`src/rtl/uart_qpair_pkg.sv`:
```
package uart_qpair_pkg;

    localparam int BYTE_W = 8;

    typedef enum logic [2:0] {
        IID_NONE = 3'd0,
        IID_TXE  = 3'd1,
        IID_RXT  = 3'd2
    } iid_e;

    // Packed so that code lands in bits 3:1 and idle (not-pending) in bit 0
    typedef struct packed {
        iid_e code;
        logic idle;
    } ident_t;

    localparam ident_t IDENT_IDLE = '{code: IID_NONE, idle: 1'b1};
    localparam logic [1:0] TRIG_RST = 2'b11;

    function automatic int unsigned trig_level(input logic [1:0] sel);
        case (sel)
            2'b00:   return 1;
            2'b01:   return 4;
            2'b10:   return 8;
            default: return 14;
        endcase
    endfunction

endpackage

```
`src/rtl/uart_byte_queue.sv`:
```
module uart_byte_queue #(
    parameter int DEPTH = 16,
    parameter int W     = 8,
    localparam int AW   = (DEPTH > 1) ? $clog2(DEPTH) : 1,
    localparam int CW   = $clog2(DEPTH + 1)
) (
    input  logic          clk,
    input  logic          rst,
    input  logic          flush,
    input  logic          push,
    input  logic [W-1:0]  wdata,
    input  logic          pop,
    output logic [W-1:0]  rdata,
    output logic [CW-1:0] count,
    output logic          full,
    output logic          empty,
    output logic          drop
);

    logic [W-1:0]  mem [DEPTH];
    logic [AW-1:0] wp, rp;
    logic          full_q;
    logic          do_push, do_pop;

    function automatic logic [AW-1:0] bump(input logic [AW-1:0] p);
        return (p == AW'(DEPTH - 1)) ? '0 : p + 1'b1;
    endfunction

    assign empty   = !full_q && (wp == rp);
    assign full    = full_q;
    assign do_pop  = pop && !empty;
    assign do_push = push && (!full_q || do_pop);

    always_ff @(posedge clk) begin
        if (rst) begin
            wp     <= '0;
            rp     <= '0;
            full_q <= 1'b0;
            drop   <= 1'b0;
        end else begin
            drop <= push && full_q && !pop;
            if (flush) begin
                wp     <= '0;
                rp     <= '0;
                full_q <= 1'b0;
            end else begin
                if (do_push) wp <= bump(wp);
                if (do_pop)  rp <= bump(rp);
                if (do_push && !do_pop && (bump(wp) == rp))
                    full_q <= 1'b1;
                else if (do_pop && !do_push)
                    full_q <= 1'b0;
            end
        end
    end

    always_ff @(posedge clk) begin
        if (do_push && !flush)
            mem[wp] <= wdata;
    end

    always_comb begin
        if (full_q)
            count = CW'(DEPTH);
        else if (wp >= rp)
            count = CW'(wp - rp);
        else
            count = CW'(DEPTH) - CW'(rp) + CW'(wp);
    end

    assign rdata = empty ? '0 : mem[rp];

endmodule

```
`src/rtl/uart_iir_gen.sv`:
```
module uart_iir_gen
    import uart_qpair_pkg::*;
#(
    parameter int CW = 5
) (
    input  logic          clk,
    input  logic          rst,
    input  logic [CW-1:0] rx_count,
    input  logic          tx_full,
    input  logic [1:0]    trig_sel,
    input  logic          en_rx,
    input  logic          en_tx,
    output ident_t        ident
);

    ident_t cur, nxt;
    logic   rx_hit;

    always_comb begin
        rx_hit = 32'(rx_count) >= trig_level(trig_sel);
        nxt    = cur;
        if (en_rx && rx_hit) begin
            nxt = '{code: IID_RXT, idle: 1'b0};
        end else begin
            if (nxt.code == IID_RXT && !rx_hit)
                nxt = IDENT_IDLE;
            if (nxt.code == IID_TXE && tx_full)
                nxt = IDENT_IDLE;
            else if (en_tx && !tx_full)
                nxt = '{code: IID_TXE, idle: 1'b0};
        end
    end

    always_ff @(posedge clk) begin
        if (rst) cur <= IDENT_IDLE;
        else     cur <= nxt;
    end

    assign ident = cur;

endmodule

```
`src/rtl/uart_qpair.sv`:
```
module uart_qpair
    import uart_qpair_pkg::*;
#(
    parameter int DEPTH = 16,
    localparam int CW   = $clog2(DEPTH + 1)
) (
    input  logic              clk,
    input  logic              rst,
    input  logic              rx_push,
    input  logic [BYTE_W-1:0] rx_wdata,
    input  logic              rx_pop,
    output logic [BYTE_W-1:0] rx_rdata,
    output logic [CW-1:0]     rx_count,
    output logic              rx_full,
    output logic              rx_empty,
    output logic              rx_overrun,
    input  logic              tx_push,
    input  logic [BYTE_W-1:0] tx_wdata,
    input  logic              tx_pop,
    output logic [BYTE_W-1:0] tx_rdata,
    output logic [CW-1:0]     tx_count,
    output logic              tx_full,
    output logic              tx_empty,
    output logic              tx_discard,
    input  logic              fcr_wr,
    input  logic              fcr_enable,
    input  logic              fcr_rx_clr,
    input  logic              fcr_tx_clr,
    input  logic [1:0]        fcr_trig,
    input  logic [1:0]        ier_en,
    output logic [3:0]        iir_nib,
    output logic              irq
);

    logic [1:0] trig_q;
    logic       rx_flush, tx_flush;
    ident_t     ident;

    assign rx_flush = fcr_wr && (!fcr_enable || fcr_rx_clr);
    assign tx_flush = fcr_wr && (!fcr_enable || fcr_tx_clr);

    always_ff @(posedge clk) begin
        if (rst)                      trig_q <= TRIG_RST;
        else if (fcr_wr && fcr_enable) trig_q <= fcr_trig;
    end

    uart_byte_queue #(.DEPTH(DEPTH), .W(BYTE_W)) u_rxq (
        .clk(clk), .rst(rst), .flush(rx_flush),
        .push(rx_push), .wdata(rx_wdata), .pop(rx_pop),
        .rdata(rx_rdata), .count(rx_count),
        .full(rx_full), .empty(rx_empty), .drop(rx_overrun)
    );

    uart_byte_queue #(.DEPTH(DEPTH), .W(BYTE_W)) u_txq (
        .clk(clk), .rst(rst), .flush(tx_flush),
        .push(tx_push), .wdata(tx_wdata), .pop(tx_pop),
        .rdata(tx_rdata), .count(tx_count),
        .full(tx_full), .empty(tx_empty), .drop(tx_discard)
    );

    uart_iir_gen #(.CW(CW)) u_iir (
        .clk(clk), .rst(rst),
        .rx_count(rx_count), .tx_full(tx_full), .trig_sel(trig_q),
        .en_rx(ier_en[0]), .en_tx(ier_en[1]),
        .ident(ident)
    );

    assign iir_nib = ident;
    assign irq     = !ident.idle;

endmodule

```
`config.mk`:
```
export PLATFORM = sky130hd
export DESIGN_NAME = uart_qpair
export DESIGN_NICKNAME = d
export VERILOG_FILES = /design/src/rtl/uart_qpair_pkg.sv /design/src/rtl/uart_byte_queue.sv /design/src/rtl/uart_iir_gen.sv /design/src/rtl/uart_qpair.sv
export SDC_FILE = /design/constraint.sdc
export NUM_CORES = 1
export LEC_CHECK = 0
export ABC_AREA = 1
export BUFFER_PORTS_ARGS = -buffer_cell sky130_fd_sc_hd__buf_4
export CAP_MARGIN = 10
export CORE_MARGIN = 2
export CORE_UTILIZATION = 26
export CTS_BUF_LIST = sky130_fd_sc_hd__clkbuf_4 sky130_fd_sc_hd__clkbuf_8
export DETAILED_ROUTE_END_ITERATION = 10
export GPL_ROUTABILITY_DRIVEN = 0
export GPL_TIMING_DRIVEN = 0
export SKIP_LAST_GASP = 1
export SLEW_MARGIN = 20
export SYNTH_ARGS = -nofsm -noshare
export SYNTH_HDL_FRONTEND = slang
export SYNTH_SLANG_ARGS = --single-unit
```
`constraint.sdc`:
```
create_clock -name clk -period 3.3 [get_ports clk]
set_clock_uncertainty 0.15 [all_clocks]
set_input_delay 0.495 -clock clk [delete_from_list [all_inputs] [get_ports clk]]
set_output_delay 0.495 -clock clk [all_outputs]
set_load 0.01 [all_outputs]
```
==> results.yml <==
routing:
  drtPass1Iterations: 5
  num_vias: 8490
  drt-total-wl_um: 32200
  vias_per_cell: 4.75
  drc: 0
  postRouteAntennaNets: 0
  drt_iter0_drc: 878
  routedWlPerCell_um: 18.0
critical_path:
  end_kind: "primary output"
  r2r-start: "u_rxq.rp[2]$_SDFFE_PP0P_"
  crit_family: "compound AO/OA/AOI/OAI gates"
  reg2reg_setup_slack_ns: 0.52
  worstSetupPathType: "reg -> out"
  path_cells: "clkbuf_1 -> o21ai_0 -> o221ai_1 -> nand3_1 -> a21oi_1 -> buf_4"
  crit_slowest_cell: "dfxtp_1"
  required_ns: 2.65
  crit_fanout: 10
  cp_num_buf_inv: 2
  cp_data_arrival_time_ns: 2.55
  r2r_cells: 13
  critPathLaunchType: "flop"
  max_stage_delay_ns: 0.55
  timing.rr.end: "u_iir.ident[1]$_SDFF_PP0_"
clock_network:
  cts_buffers: 45
  cts.htree.levels: 2
  cts_tree: "built"
  cts_sinks: 290
  clk_latency_ns: 0.56
  clkTransAtPathRegs_ns: 0.06
  ctsLongestPathBuffers: 3
  cts_setup_buffers: 0
  root_buffer: "clkbuf_8"
logic_synthesis:
  synth_fp_nets: 1074
  yosysUniqueCellTypes: 39
  avgSynthCellArea_um2: 11.9
  ys_ff_latch: 290
  yosysSeqAreaShare_pct: 68.8
  yosys_warnings: 0
  postSynthCellCount: 1020
  netlist_area_um2: 12200
power_and_ir_drop:
  power_density_nw_per_um2: 550
  switchingPower_mw: 2.07
  p_total_mw: 7.92
  p_sw_share_pct: 26.1
  combPwrFrac_pct: 12.0
  p_clk_share_pct: 36.5
  vdd_drop_max_uv: 247
  p_leak_nw: 5.02
  seq_power_share_pct: 51.5
  internal_power_mw: 5.85
worst_hold_path:
  hold_start: "tx_push"
  worstHoldPathCells: 3
  holdPathEnd: "u_txq.drop$_SDFF_PP0_"
  min_path_type: "in -> reg"
placement:
  io_buffers: 66
  dp.final_hpwl_um: 21700
floorplanning:
  core-area_um2: 46400
  dieHeight_um: 220
  rows: 79
  initial_utilization_pct: 26.2
  die_width_um: 220
  num_io_pins: 67
  die-area_um2: 48500
timing:
  rsz0062_at_grt: "yes"
  final.period_utilization_pct: 97.0
  worst_slew_pin_slew_ns: 0.946
  max_freq_ghz: 0.313
  period_needed_ns: 3.20
  finalSetupViolations: 0
  hold_viol: 0
  tns_ns: 0
  fin_worst_hold_slack_ns: 0.0406
  drv_slew: 0
  relSlewSlack_pct: 36.7
finish:
  final_nets: 1197
  multi_input_area_um2: 3350
  post-route-util_pct: 31.1
  fillers: 4654
  layout_commonest_cell: "edfxtp_1"
  drive_above_1_share_pct: 17.5
  areaGrowthSynthToFinish_pct: 18.4
  mostFrequentLayoutCells: "edfxtp_1, nor2_1, o21ai_0"
  regArea_um2: 8370
global_route:
  antenna_found_initial: 0
  grt_pass1_vias: 8420
  grt_max_degree: 17
  track_usage_pct: 13.2
  grt_pass1_wl_um: 48900
  grt_overflow: 0
status:
  outcome: "complete, no violations"
job:
  maxCapViolations: 0
-- cell type report --
type                    instances  share of cell area, %
plain buffers                  47                   1.57
clock buffers                  61                   5.18
clock inverters                22                  0.756
flip-flops and latches        290                   58.1
multi-input cells             618                   23.3
well taps                     607                   5.28
inverters                      65                   1.71
repair buffers                 76                   4.07
diodes                          1                 0.0174
-- worst register-to-register path: stages (launching register included) --
cell	delay (ns)
dfxtp_1	0.39
inv_1	0.10
ha_1	0.37
a21oi_1	0.21
nand2_1	0.10
nand2_2	0.10
nand2_1	0.05
a31oi_1	0.31
ha_1	0.30
a21oi_1	0.27
nand2_2	0.11
nand2_4	0.09
nand3_4	0.07
a21oi_2	0.10
-- what timing repair did --
item                                   4_1_cts  5_1_grt
setup endpoints to repair                    0        7
resized for setup                            0        7
endpoints found under the hold margin        5        0
hold buffers                                 6        0
-- flip-flops by register name (all words and copies together) (netlist names), named ones only --
name / count
u_rxq.rp: 4
trig_q: 2
u_txq.mem: 128
u_txq.wp: 4
u_txq.rp: 4
u_iir.ident: 4
u_txq.full: 1
u_rxq.wp: 4
u_txq.drop: 1
u_rxq.full: 1
u_rxq.drop: 1
u_rxq.mem: 128
-- power groups by stage --
stage	logic (mW)	clock network [mW]	registers, mW
floorplan	0.525	0	4.15
global placement	0.922	0	4.15
detailed placement	0.940	0	4.15
CTS	0.947	2.94	4.08
global route	1.05	3.10	4.08
finish	0.949	2.89	4.08
-- logic make-up (layout without fill, tap and decap cells) --
| kind of cell | Yosys count | after routing | share of synthesized area [%] |
|---|---|---|---|
| AOI/OAI and AO/OA | 269 | 269 | 13.1 |
| other | 0 | 1 | 0 |
| xor gates and xnor gates | 10 | 10 | 0.721 |
| DFF | 290 | 290 | 68.8 |
| and+or+nand+nor | 315 | 315 | 10.9 |
| adders and majority gates | 24 | 24 | 2.59 |
| buffers and inverters | 112 | 271 | 3.86 |
-- worst max path at each step --
stage                                   from                          end  slack [ns]  cells past startpoint
finish                                  flop                  tx_rdata[6]        0.10                      6
CTS                                     flop                  tx_rdata[5]        0.08                      6
detailed placement  u_rxq.wp[0]$_SDFFE_PP0P_  u_iir.ident[0]$_SDFFE_PP1P_        0.52                     13
global placement                  fcr_enable    u_txq.mem[3][3]$_DFFE_PP_        0.16                      7
floorplan           u_rxq.wp[0]$_SDFFE_PP0P_    u_iir.ident[1]$_SDFF_PP0_        0.81                     14
global route                            flop                  tx_rdata[4]      -0.009                      6
-- cell usage after synthesis (all sizes together) --
cell type | instances | area share [%]
clkinv | 2 | 0.082
nor2 | 196 | 6.3
a21oi | 39 | 1.7
nand3 | 34 | 1.5
o211ai | 4 | 0.25
o22ai | 16 | 0.82
nor3 | 12 | 0.49
inv | 63 | 1.9
and3 | 1 | 0.051
nand3b | 1 | 0.062
o221ai | 48 | 3.5
a21boi | 1 | 0.062
buf | 29 | 1.3
o21ai | 157 | 6.5
a31oi | 1 | 0.051
nor4 | 1 | 0.051
fa | 2 | 0.33
nand2 | 65 | 2.1
xor2 | 8 | 0.58
a21o | 1 | 0.062
clkbuf | 18 | 0.56
ha | 22 | 2.3
a211oi | 2 | 0.12
dfxtp | 34 | 5.6
nand4 | 5 | 0.31
xnor2 | 2 | 0.14
edfxtp | 256 | 63
-- layer usage --
| layer | global-route usage [%] | wire [µm] | share of wire, % | up-vias |
|---|---|---|---|---|
| met5 | 0 | 0 | 0 | - |
| met4 | 4.41 | 695 | 2.2 | 0 |
| met3 | 2.35 | 2170 | 6.7 | 45 |
| met2 | 21.3 | 15200 | 47 | 308 |
| met1 | 18.0 | 14200 | 44 | 4158 |
| li1 | - | - | - | 3979 |
-- stage by stage --
stage                     worst slack [ns]  std cells  area, µm²
after floorplan                      0.806       1020      12200
after global placement               0.159       1693      13400
after detailed placement             0.524       1697      13500
after CTS                           0.0817       1786      14400
after global routing              -0.00913       1786      14400
final                                0.100       1787      14400
No activity file was read; power rests on OpenSTA's default activity.
